==> src/rtl/dmac_evt_pkg.sv <==
package dmac_evt_pkg;

    localparam int REG_W = 32;

    // byte offsets of the shared registers
    localparam int OFS_IDENT   = 'h00;
    localparam int OFS_GCTRL   = 'h04;
    localparam int OFS_ABORT   = 'h08;
    localparam int OFS_STATUS  = 'h0C;
    localparam int OFS_ENMIR   = 'h10;
    localparam int OFS_CHBASE  = 'h20;

    // field positions the software relies on
    localparam int IDLE_BIT    = 15;
    localparam int SRST_BIT    = 0;
    localparam int STAT_TC_LSB = 16;
    localparam int STAT_AB_LSB = 8;
    localparam int STAT_ER_LSB = 0;

    // per-channel control word, enable in the LSB
    typedef struct packed {
        logic tc_msk;
        logic err_msk;
        logic abt_msk;
        logic en;
    } ctrl_t;

    localparam int CTRL_W = $bits(ctrl_t);

    // three event classes held per channel
    typedef struct packed {
        logic tc;
        logic abt;
        logic err;
    } evt_t;

    function automatic logic evt_pending(input evt_t s, input ctrl_t c);
        return (s.tc & ~c.tc_msk) | (s.abt & ~c.abt_msk) | (s.err & ~c.err_msk);
    endfunction

endpackage

==> src/rtl/dmac_reg_dec.sv <==
module dmac_reg_dec
    import dmac_evt_pkg::*;
#(
    parameter int NCH = 8,
    parameter int AW  = 6
) (
    input  logic          we,
    input  logic [AW-1:0] addr,
    output logic          gctrl_we,
    output logic          abort_we,
    output logic          stat_we,
    output logic [NCH-1:0] ctrl_we,
    output logic [NCH-1:0] ctrl_rsel
);

    always_comb begin
        gctrl_we = we && (addr == AW'(OFS_GCTRL));
        abort_we = we && (addr == AW'(OFS_ABORT));
        stat_we  = we && (addr == AW'(OFS_STATUS));
    end

    for (genvar n = 0; n < NCH; n++) begin : g_sel
        assign ctrl_rsel[n] = (addr == AW'(OFS_CHBASE + 4 * n));
        assign ctrl_we[n]   = we && ctrl_rsel[n];
    end

endmodule

==> src/rtl/dmac_chan_slice.sv <==
module dmac_chan_slice
    import dmac_evt_pkg::*;
(
    input  logic  clk,
    input  logic  rst,
    input  logic  ctrl_we,
    input  ctrl_t ctrl_wr,
    input  logic  abort_wr,
    input  logic  sreset,
    input  evt_t  clr,
    input  logic  done_i,
    input  logic  err_i,
    output ctrl_t ctrl_o,
    output evt_t  stat_o,
    output logic  abort_o,
    output logic  irq_o
);

    ctrl_t ctrl_q;
    evt_t  stat_q;
    logic  abort_ok, err_ev, fin_ev, tc_ev, stop;

    always_comb begin
        abort_ok = abort_wr & ctrl_q.en;
        err_ev   = err_i & ctrl_q.en;
        fin_ev   = done_i & ctrl_q.en;
        tc_ev    = fin_ev & ~err_ev & ~abort_ok;
        stop     = abort_ok | err_ev | fin_ev;
    end

    always_ff @(posedge clk) begin
        if (rst) begin
            ctrl_q <= '0;
            stat_q <= '0;
        end else begin
            if (ctrl_we)
                ctrl_q <= ctrl_wr;
            if (sreset || stop)
                ctrl_q.en <= 1'b0;
            stat_q.tc  <= (stat_q.tc  & ~clr.tc)  | tc_ev;
            stat_q.abt <= (stat_q.abt & ~clr.abt) | abort_ok;
            stat_q.err <= (stat_q.err & ~clr.err) | err_ev;
        end
    end

    assign ctrl_o  = ctrl_q;
    assign stat_o  = stat_q;
    assign abort_o = abort_ok;
    assign irq_o   = evt_pending(stat_q, ctrl_q);

    // abort write to a disabled channel leaves a clear abort flag clear
    p_abort_ignored_r4: assert property (@(posedge clk) disable iff (rst)
        (abort_wr && !ctrl_q.en && !stat_q.abt) |=> !stat_q.abt);

    // done with a simultaneous error or abort never yields terminal count
    p_tc_clean_r3: assert property (@(posedge clk) disable iff (rst)
        (done_i && (err_i || abort_wr) && !stat_q.tc) |=> !stat_q.tc);

    // software reset disables the channel
    p_sreset_off_r5: assert property (@(posedge clk) disable iff (rst)
        sreset |=> !ctrl_q.en);

    // event beats a clearing write on the error flag
    p_evt_wins_r10: assert property (@(posedge clk) disable iff (rst)
        (err_i && ctrl_q.en && clr.err) |=> stat_q.err);

    // a clear with no competing event empties the error flag
    p_w1c_err_r2: assert property (@(posedge clk) disable iff (rst)
        (clr.err && !(err_i && ctrl_q.en)) |=> !stat_q.err);

endmodule

==> src/rtl/dmac_evt_regs.sv <==
module dmac_evt_regs
    import dmac_evt_pkg::*;
#(
    parameter int NCH = 8,
    parameter int AW  = 6
) (
    input  logic             clk,
    input  logic             rst,
    input  logic             reg_we,
    input  logic [AW-1:0]    reg_addr,
    input  logic [REG_W-1:0] reg_wdata,
    output logic [REG_W-1:0] reg_rdata,
    input  logic [NCH-1:0]   done_i,
    input  logic [NCH-1:0]   err_i,
    output logic [NCH-1:0]   ch_en_o,
    output logic [NCH-1:0]   abort_req_o,
    output logic             core_rst_o,
    output logic             idle_o,
    output logic             irq_o
);

    localparam int LANE = STAT_AB_LSB - STAT_ER_LSB;

    logic           gctrl_we, abort_we, stat_we, sreset;
    logic [NCH-1:0] ctrl_we, ctrl_rsel, irq_ch;
    ctrl_t          ctrl_q [NCH];
    evt_t           stat_q [NCH];
    logic [REG_W-1:0] stat_word, enmir_word;
    logic           unused_wdata;

    assign unused_wdata = ^reg_wdata;

    dmac_reg_dec #(.NCH(NCH), .AW(AW)) u_dec (
        .we       (reg_we),
        .addr     (reg_addr),
        .gctrl_we (gctrl_we),
        .abort_we (abort_we),
        .stat_we  (stat_we),
        .ctrl_we  (ctrl_we),
        .ctrl_rsel(ctrl_rsel)
    );

    assign sreset = gctrl_we && reg_wdata[SRST_BIT];

    for (genvar n = 0; n < NCH; n++) begin : g_ch
        evt_t clr_n;
        assign clr_n.tc  = stat_we && reg_wdata[STAT_TC_LSB + n];
        assign clr_n.abt = stat_we && reg_wdata[STAT_AB_LSB + n];
        assign clr_n.err = stat_we && reg_wdata[STAT_ER_LSB + n];

        dmac_chan_slice u_ch (
            .clk     (clk),
            .rst     (rst),
            .ctrl_we (ctrl_we[n]),
            .ctrl_wr (ctrl_t'(reg_wdata[CTRL_W-1:0])),
            .abort_wr(abort_we && reg_wdata[n]),
            .sreset  (sreset),
            .clr     (clr_n),
            .done_i  (done_i[n]),
            .err_i   (err_i[n]),
            .ctrl_o  (ctrl_q[n]),
            .stat_o  (stat_q[n]),
            .abort_o (abort_req_o[n]),
            .irq_o   (irq_ch[n])
        );

        assign ch_en_o[n] = ctrl_q[n].en;
    end

    always_comb begin
        stat_word  = '0;
        enmir_word = '0;
        for (int n = 0; n < NCH && n < LANE; n++) begin
            stat_word[STAT_TC_LSB + n] = stat_q[n].tc;
            stat_word[STAT_AB_LSB + n] = stat_q[n].abt;
            stat_word[STAT_ER_LSB + n] = stat_q[n].err;
            enmir_word[n]              = ctrl_q[n].en;
        end
    end

    always_comb begin
        reg_rdata = '0;
        case (reg_addr)
            AW'(OFS_IDENT):  reg_rdata[IDLE_BIT] = idle_o;
            AW'(OFS_STATUS): reg_rdata = stat_word;
            AW'(OFS_ENMIR):  reg_rdata = enmir_word;
            default: begin
                for (int n = 0; n < NCH; n++)
                    if (ctrl_rsel[n])
                        reg_rdata[CTRL_W-1:0] = ctrl_q[n];
            end
        endcase
    end

    assign core_rst_o = sreset;
    assign idle_o     = (ch_en_o == '0);
    assign irq_o      = |irq_ch;

    // after a software reset every channel is disabled and the block idles
    p_sreset_idle_r5: assert property (@(posedge clk) disable iff (rst)
        core_rst_o |=> idle_o);

    // an abort strobe is only issued to an enabled channel
    p_abort_gate_r4: assert property (@(posedge clk) disable iff (rst)
        (abort_req_o & ~ch_en_o) == '0);

    // an idle block has no channel issuing abort strobes
    p_idle_no_abort_r8: assert property (@(posedge clk) disable iff (rst)
        idle_o |-> (abort_req_o == '0));

endmodule

==> config.mk <==
export PLATFORM = sky130hd
export DESIGN_NAME = dmac_evt_regs
export DESIGN_NICKNAME = d
export VERILOG_FILES = /design/src/rtl/dmac_evt_pkg.sv /design/src/rtl/dmac_reg_dec.sv /design/src/rtl/dmac_chan_slice.sv /design/src/rtl/dmac_evt_regs.sv
export SDC_FILE = /design/constraint.sdc
export NUM_CORES = 1
export LEC_CHECK = 0
export BUFFER_PORTS_ARGS = -buffer_cell sky130_fd_sc_hd__buf_2
export CAP_MARGIN = 5
export CORE_UTILIZATION = 56
export CTS_BUF_LIST = sky130_fd_sc_hd__clkbuf_16
export DETAILED_ROUTE_END_ITERATION = 8
export MAX_ROUTING_LAYER = met4
export PLACE_DENSITY = 0.88
export SLEW_MARGIN = 20
export SYNTH_ARGS = -nofsm -noshare
export SYNTH_HDL_FRONTEND = slang
export SYNTH_SLANG_ARGS = --single-unit
export TNS_END_PERCENT = 5
==> constraint.sdc <==
create_clock -name clk -period 3.4 [get_ports clk]
set_input_delay 0.17 -clock clk [delete_from_list [all_inputs] [get_ports clk]]
set_output_delay 0.17 -clock clk [all_outputs]
set_load 0.005 [all_outputs]
==> run summary, run 1 <==
The flow ran to the end, and the final reports show no timing, DRC or antenna violations. The clock network latency to the later pin of the worst-skew pair is slightly below 0.3 ns. The average detailed-routed wire length per instance is 17.72 microns.

By startpoint and endpoint, the worst setup path is classified as in2out. The count of non-filler cells in the finished layout is between 500 and 600. The area growth from synthesis to layout is 12.58%. The die covers 0.006427 sq mm.

In this run the critical register-to-register path is captured at g_ch[3].u_ch.stat_o[2]$_SDFF_PP0_. The ratio of routed vias to standard cells is between 6 and 7. The die outline width came out at 80.17 microns. After synthesis the cells add up to approximately 0.0034 sq mm.

The register-to-register setup slack came out at 2.26 ns. The cell family contributing the most delay on the critical path is simple AND/OR/NAND/NOR gates. Among all stages on the critical path, the largest delay is contributed by sky130_fd_sc_hd__or4_1. Summing internal, switching and leakage power gives ~1.4 mW. The minimum period implied by the final worst setup slack came out at 2.284 ns. The first global-routing pass estimated 15640 microns of wire. The multi-input combinational cells in the finished layout cover a total of around 0.0019 sq mm.

The effective utilization at floorplan came out at 0.5780. The tightest min-delay check is of the in2reg type. The number of port buffers came out at 91. The final clock skew is 0.003753 ns. The initial antenna violation count is 0.

Entering global routing, the biggest net connects 50 pins. At the end of the flow the core is filled with cells to 0.6507. The combined flip-flop and latch cell area came out at 0.001121 sq mm. Data on the critical path is required at its endpoint by 3.23 ns. The via count came out at 3500. The number of buffers inserted by hold repair at cts is 0. Together, buffers and inverters on the worst path number 2. The worst path meets setup with 1.116 ns of slack. The synthesized netlist contains 50 unique library cells.

The number of sinks on the clock net came out at 56. The post-placement worst setup slack came out at 1.181 ns. The total routing usage reported by global routing is 0.3341.

Setup repair after global routing left no endpoint under its margin. The area of the placeable core is 0.005921 sq mm. The via count of the first global-routing pass is slightly above 3k. The pre-antenna-repair detailed-routing pass consisted of 5 iterations. The cell depth of the worst setup path came out at 7. The commonest register cell after synthesis is sky130_fd_sc_hd__dfxtp_1.

During I/O placement, the number of pins put on the boundary was 108. The total clock buffers created by CTS came out at 5. The number of instances in the synthesized netlist came out at 440. Power spread over the standard cell area amounts to 350.6 mW/mm^2. Traced cell by cell, the critical path runs through buf_2 -> or4_1 -> nor3b_4 -> a22o_1 -> a221oi_1 -> o21ai_1 -> buf_2. The number of enable flip-flop cells after synthesis is 0. Once placement completed, the tool counted placed cells totaling 561. The relative slew slack came out at 0.4035. In the layout the commonest cells are 91 x sky130_fd_sc_hd__buf_2, 67 x sky130_fd_sc_hd__nand2_1, 56 x sky130_fd_sc_hd__dfxtp_1, 34 x sky130_fd_sc_hd__inv_1, 31 x sky130_fd_sc_hd__a21oi_1.

Setup violations remaining at the end of the flow were counted as 0. The layer with the highest usage is met2. The routed wire length is 10080 microns. After clock tree synthesis, the setup repair step added 0 buffers. The total number of yosys warnings came out at 0. Across the VDD grid, the largest voltage drop is roughly 0.24 mV.

The share of flip-flops with an asynchronous set or reset after synthesis came out at 0. The vertical extent of the die came out at 80.17 microns. The cell depth of the worst flop-to-flop path came out at 3. The final worst-path cycle share came out at 0.6718. By area the synthesized netlist is led by sky130_fd_sc_hd__dfxtp_1 33%, sky130_fd_sc_hd__nand2_1 7.3%, sky130_fd_sc_hd__buf_4 5.7%.

The congestion estimate from routability-driven global placement came to roughly 1.0. The top cell type by total area after synthesis is sky130_fd_sc_hd__dfxtp_1. The number of nets with antenna violations after routing came out at 0. The fraction of the yosys area taken by sequential cells came out at 0.3276. The post-synthesis register bit count is 56. The reported max-cap violation count came out at 0.

The mean instance size in the synthesized netlist came out at 7.777 sq um. The final net count came out at 550. The share of post-route cells with drive strength above 1 came out at 0.2490. The critical-path maximum fanout came out at 11. The number of inserted filler cells in the final layout came out at roughly 550.

The worst register-to-register path begins at g_ch[3].u_ch.ctrl_o[0]$_SDFFE_PP0P_. In this run the worst setup path terminates at reg_rdata[2]. The max-slew violation count is 0.

The met2 track utilization from global routing came out at 0.5282. The maximum clock rate is 437.8 MHz. Gates resized during post-CTS repair numbered 0. The met3 global-route usage is 0.04773. Tracing the worst setup path back leads to its startpoint at reg_addr[2]. The transition time at the pin with the least slew margin came out at 0.8948 ns. The area share of the largest cell type after synthesis is 0.3276.

The tree is rooted in a sky130_fd_sc_hd__clkbuf_16. The most numerous cell type found on the critical path is sky130_fd_sc_hd__buf_2. The antenna diode instance count is 0. The number of hold violations in the final report came out at 0.

In this run the deepest clock path goes through 2 buffers. TritonCTS built the clock tree. The accumulated negative setup slack is 0 ns. The delay of the slowest critical-path stage came out at 0.69 ns.

The nature of the critical path startpoint is a primary input. The post-detailed-route DRC marker count came out at 0. STA classifies the critical path endpoint as an output pin. For this design the static power due to leakage is 1.659 nW. Clock-pin slew was measured on the worst setup and hold paths at 0.07 ns.

The wire-length estimate of the detail-placed layout is between 7000 and 8000 microns. The total grt overflow is 0. The placement row count is 28.

CTS built an H-tree with a depth of 2. The initial detailed-routing violation count is 335. The arrival time at the worst endpoint is around 2.1 ns.

The leading cell type in the layout, fill and taps excluded is sky130_fd_sc_hd__buf_2. In the global route stage, met1 resource usage came out at 0.4241.
==> registers in the layout, indices dropped and copies added, names as in the netlist <==
name and count:
g_ch.u_ch.stat_o 24, g_ch.u_ch.ctrl_o 32
==> cell usage after synthesis, drive strengths merged, types with 3 or more instances <==
| library cell | n |
|---|---|
| o21a | 3 |
| or4 | 3 |
| nor3 | 6 |
| o21ai | 21 |
| nand4b | 8 |
| a211oi | 4 |
| dfxtp | 56 |
| or2 | 3 |
| a22o | 6 |
| nor4 | 10 |
| and2 | 6 |
| a211o | 4 |
| o221ai | 4 |
| o211ai | 5 |
| mux2i | 17 |
| a21oi | 31 |
| buf | 32 |
| clkbuf | 24 |
| nand2 | 67 |
| a221oi | 8 |
| a22oi | 15 |
| nor2 | 32 |
| nand3 | 17 |
| inv | 33 |
| o22ai | 7 |
==> metrics by stage <==
step,instance area (sq um),hold slack [ns]
finish,3852,0.1396
global route,3852,0.1501
floorplan,3448,0.3340
detailed placement,3689,0.4481
CTS,3852,0.1444
global placement,3689,0.4415
==> worst min path at each step <==
stage	from	endpoint	slack, ns	cells past startpoint
finish	reg_wdata[15]	g_ch[7].u_ch.stat_o[1]$_SDFF_PP0_	0.14	4
global route	reg_wdata[22]	g_ch[6].u_ch.stat_o[2]$_SDFF_PP0_	0.15	4
CTS	reg_wdata[15]	g_ch[7].u_ch.stat_o[1]$_SDFF_PP0_	0.14	4
detailed placement	reg_wdata[22]	g_ch[6].u_ch.stat_o[2]$_SDFF_PP0_	0.45	4
global placement	reg_wdata[22]	g_ch[6].u_ch.stat_o[2]$_SDFF_PP0_	0.44	4
floorplan	done_i[0]	g_ch[0].u_ch.stat_o[2]$_SDFF_PP0_	0.33	2
==> power breakdown <==
| part | total (mW) | switching, mW | leakage [nW] | internal (mW) |
|---|---|---|---|---|
| Combinational | 0.114 | 0.0746 | 1.12 | 0.0397 |
| Clock | 0.577 | 0.233 | 0.0850 | 0.344 |
| Sequential | 0.660 | 0.00257 | 0.451 | 0.657 |
| Total | 1.35 | 0.310 | 1.66 | 1.04 |
==> cells by family after synthesis <==
family                 after synthesis  synth area share
and+or+nand+nor                    166            0.2742
DFF                                 56            0.3276
buffers and inverters               89            0.1353
AOI/OAI and AO/OA                  111            0.2121
muxes                               17           0.04972
other                                1          0.001096
==> layer usage <==
metal | wire [microns] | vias to the layer above | share of wire
met5 | 0 | - | 0
met4 | 333 | 0 | 0.033
met3 | 748 | 33 | 0.074
met2 | 4774 | 195 | 0.47
met1 | 4227 | 1650 | 0.42
li1 | - | 1622 | -
==> layout make-up <==
type,count,area share
clock inverter,3,0.01007
clock buffer,5,0.03248
inverter,33,0.03215
timing repair buffer,95,0.1260
sequential,56,0.2910
tap,75,0.02436
multi-input combinational,302,0.4839
==> tightest hold or removal path: cells and delay by family <==
| family | cells | cell delay (ns) |
|---|---|---|
| compound gates | 1 | 0.05 |
| simple gates | 2 | 0.09 |
| buf+inv | 1 | 0.07 |
Power figures use the tool's default switching activity.
==> run 2, diff against run 1 <==
--- a/config.mk
+++ b/config.mk
@@ -5,13 +5,14 @@
 export SDC_FILE = /design/constraint.sdc
 export NUM_CORES = 1
 export LEC_CHECK = 0
+export ABC_AREA = 1
 export BUFFER_PORTS_ARGS = -buffer_cell sky130_fd_sc_hd__buf_2
 export CAP_MARGIN = 5
-export CORE_UTILIZATION = 56
+export CORE_UTILIZATION = 46
 export CTS_BUF_LIST = sky130_fd_sc_hd__clkbuf_16
 export DETAILED_ROUTE_END_ITERATION = 8
 export MAX_ROUTING_LAYER = met4
-export PLACE_DENSITY = 0.88
+export PLACE_DENSITY = 0.78
 export SLEW_MARGIN = 20
 export SYNTH_ARGS = -nofsm -noshare
 export SYNTH_HDL_FRONTEND = slang
==> constraint.sdc (replaced) <==
create_clock -name clk -period 2 [get_ports clk]
set_input_delay 0.1 -clock clk [delete_from_list [all_inputs] [get_ports clk]]
set_output_delay 0.1 -clock clk [all_outputs]
set_load 0.005 [all_outputs]
==> run 2 against run 1 <==
Against the previous run: clock-buffer cell count is the same; cell count grew 16%; core utilization shrank 9.2 points; non-clock buffer count grew 1; sequential share of layout area grew 0.46 points; wire length grew 2.0%; largest power group unchanged; hold slack lost 0.081 ns; combinational power grew 73%; global-route usage shrank 4.0 points; sequential power grew 71%; setup slack lost 0.77 ns; first-iteration DRC count shrank 41%.
==> run summary, run 2 <==
The run finished with clean final reports. The number of port buffers came out at 91. The pin count of the biggest net entering global routing is 28. The library cell used most frequently in the layout, excluding fill and tap cells, is sky130_fd_sc_hd__buf_2. Summed over all cells, the static leakage comes to 1.663 nW. The relative slew slack is 0.4682.

At the worst endpoint, the required time is 1.90 ns. The via count of the first global-routing pass came out at 3161. The number of inserted filler cells in the final layout is 684. The initial detailed-routing violation count came out at 196. After synthesis, the share of flip-flops with an asynchronous set or reset is 0. The max-slew violation count came to 0. After synthesis, the cell types taking the most area are sky130_fd_sc_hd__dfxtp_1 35%, sky130_fd_sc_hd__nand2_1 10%, sky130_fd_sc_hd__a21oi_1 8.7%. The final net count is about 620.

The reported max-cap violation count came out at 0. The accumulated negative setup slack is 0 ns. The number of instances in the synthesized netlist is 487. The final clock skew came out at 0.001667 ns. Summed over all instances, the cell type with the most area after synthesis is sky130_fd_sc_hd__dfxtp_1.

The critical-path maximum fanout came out at 9. The congestion estimate from routability-driven global placement came to 0.9336. The total area inside the core boundary comes to 0.006794 sq mm. The total number of yosys warnings is 0. The cell area after placement came out at 0.003642 sq mm. The commonest register cell after synthesis is sky130_fd_sc_hd__dfxtp_1.

The final non-filler cell area came out at 0.003792 sq mm. The area share of the largest cell type after synthesis is 0.3473. Once detail routing completed, the nets flagged for antenna violations numbered 0. The via count came out at 3508. After detailed routing, the number of vias per cell comes to approximately 5.3. The detailed-placement wirelength estimate came out at 7841 microns. Timing would allow up to 604.1 MHz. The first-pass GRT wire length came out at 16060 microns. Counting along the longest clock path gives a buffer depth of 2. The kind of end point of the critical path is an output pin. The antenna diode instance count is 0. The mean instance size in the synthesized netlist came out at 6.629 sq um. The synthesized netlist occupies a cell area of 0.003228 sq mm. For this design the top-level I/O count stands at roughly 110.

The total grt overflow is 0. The critical path is of the reg2out type. The die covers around 0.0074 sq mm. The worst min-delay path class is in2reg. In the final layout, the share of cells above drive strength 1 is 0.2504. The placement row count is 30. The minimum period implied by the final worst setup slack is 1.655 ns. The fraction of the yosys area taken by sequential cells came out at 0.3473.

After clock tree synthesis, the setup repair step added 0 buffers. The number of iterations in the first detailed-routing pass came out at 5. The library cells used most frequently in the layout, excluding fill and tap cells, are 91 x sky130_fd_sc_hd__buf_2, 88 x sky130_fd_sc_hd__nand2_1, 56 x sky130_fd_sc_hd__a21oi_1, 56 x sky130_fd_sc_hd__dfxtp_1, 45 x sky130_fd_sc_hd__inv_1. The die outline width is 85.77 microns. The final number of setup-violating endpoints came out at 0. The arrival time at the worst endpoint is 1.56 ns. For this design, the CTS-stage hold fixing added 0 buffers. The area growth from synthesis to layout came out at 17.48%. The worst setup path is launched from a flop. In the global route stage, overall resource usage came out at 0.2941.

The vertical extent of the die is approximately 86 microns. The number of enable flip-flop cells after synthesis is 0. The post-detailed-route DRC marker count came out at 0. In this run, distinct cell masters in the synthesized netlist total 29. The average detailed-routed wire length per instance came out at around 16 microns. The register with the most flip-flops in the layout has 32 of them. Clock latency on the worst-skew pair, taken at its later pin, is 0.30 ns. The total of cells resized after clock tree synthesis came out at 0.

The number of H-tree levels came out at 2. The total power is 2.254 mW. The routed wire length came out at 10280 microns.

The transition time at the pin with the least slew margin came out at between 0.7 and 0.8 ns. The total clock buffers created by CTS came out at 5. The clock tree root buffer cell is sky130_fd_sc_hd__clkbuf_16. The most common cell in the synthesized netlist is sky130_fd_sc_hd__nand2_1. The final worst-path cycle share came out at 0.8277. The register-to-register setup slack is 0.79 ns. TritonCTS built the clock tree. The clock slew seen by the registers of the worst setup and hold paths is roughly 0.080 ns. The initial antenna violation count is 0. The worst vdd rail ir drop came out at 0.3115 mV. Setup repair after global routing left no endpoint under its margin.

The post-synthesis register bit count came out at 56. The number of sinks on the clock net is 56. The number of hold violations in the final report came to 0. The effective utilization at floorplan came out at 0.4751. By count the netlist is led by 88 x sky130_fd_sc_hd__nand2_1, 56 x sky130_fd_sc_hd__a21oi_1, 56 x sky130_fd_sc_hd__dfxtp_1. Power spread over the standard cell area amounts to around 600 mW/mm^2.
[run 2: layer usage]
metal,share of wire,track usage
met1,0.43,0.3658
met2,0.48,0.4865
met3,0.055,0.03561
met4,0.032,0.1182
met5,0,-
[run 2: logic make-up after synthesis]
kind of cell,count (synthesis),synth area share
other,1,0.001162
AND/OR/NAND/NOR,213,0.3101
buffers and inverters,100,0.1453
AO/OA/AOI/OAI,117,0.1961
flip-flops,56,0.3473
[run 2: path summary, 6_finish.rpt]
check,startpoint,to,cells after the start
hold reg to reg,g_ch[1].u_ch.stat_o[1]$_SDFF_PP0_,g_ch[1].u_ch.stat_o[1]$_SDFF_PP0_,2
setup / recovery,g_ch[2].u_ch.ctrl_o[0]$_SDFFE_PP0P_,reg_rdata[15],5
hold / removal,err_i[0],g_ch[0].u_ch.stat_o[0]$_SDFF_PP0_,3
setup reg to reg,g_ch[0].u_ch.ctrl_o[0]$_SDFFE_PP0P_,g_ch[0].u_ch.stat_o[2]$_SDFF_PP0_,5
[run 2: cell type report]
class | count | area [sq um] | area share
Multi-Input combinational cell | 338 | 1664 | 0.4388
Sequential cell | 56 | 1121 | 0.2956
Timing Repair Buffer | 96 | 493.0 | 0.1300
Inverter | 65 | 244.0 | 0.06434
Clock buffer | 5 | 125.1 | 0.03299
Tap cell | 96 | 120.1 | 0.03167
Clock inverter | 3 | 25.02 | 0.006598
[run 2: stage by stage]
| step | instances | hold slack (ns) | util | worst slack, ns |
|---|---|---|---|---|
| finish | 659 | 0.05863 | 0.5582 | 0.3447 |
| global route | 659 | 0.06445 | 0.5582 | 0.1722 |
| CTS | 659 | 0.05284 | 0.5582 | 0.3551 |
| detailed placement | 651 | 0.3722 | 0.5361 | 0.3568 |
| global placement | 651 | 0.3747 | 0.5361 | 0.3737 |
| floorplan | 494 | 0.1691 | - | 0.8881 |
[run 2: worst max-delay path, cell delays in order, from the launching register on]
cell,delay [ns]
sky130_fd_sc_hd__dfxtp_1,0.43
sky130_fd_sc_hd__nor2_1,0.13
sky130_fd_sc_hd__nand3_1,0.10
sky130_fd_sc_hd__nor2_1,0.23
sky130_fd_sc_hd__a32o_1,0.24
sky130_fd_sc_hd__buf_2,0.13
[run 2: where the power goes]
part           internal, mW  switching [mW]  total, mW
sequential             1.12         0.00648       1.13
combinational        0.0635           0.134      0.197
clock                 0.476           0.455      0.930
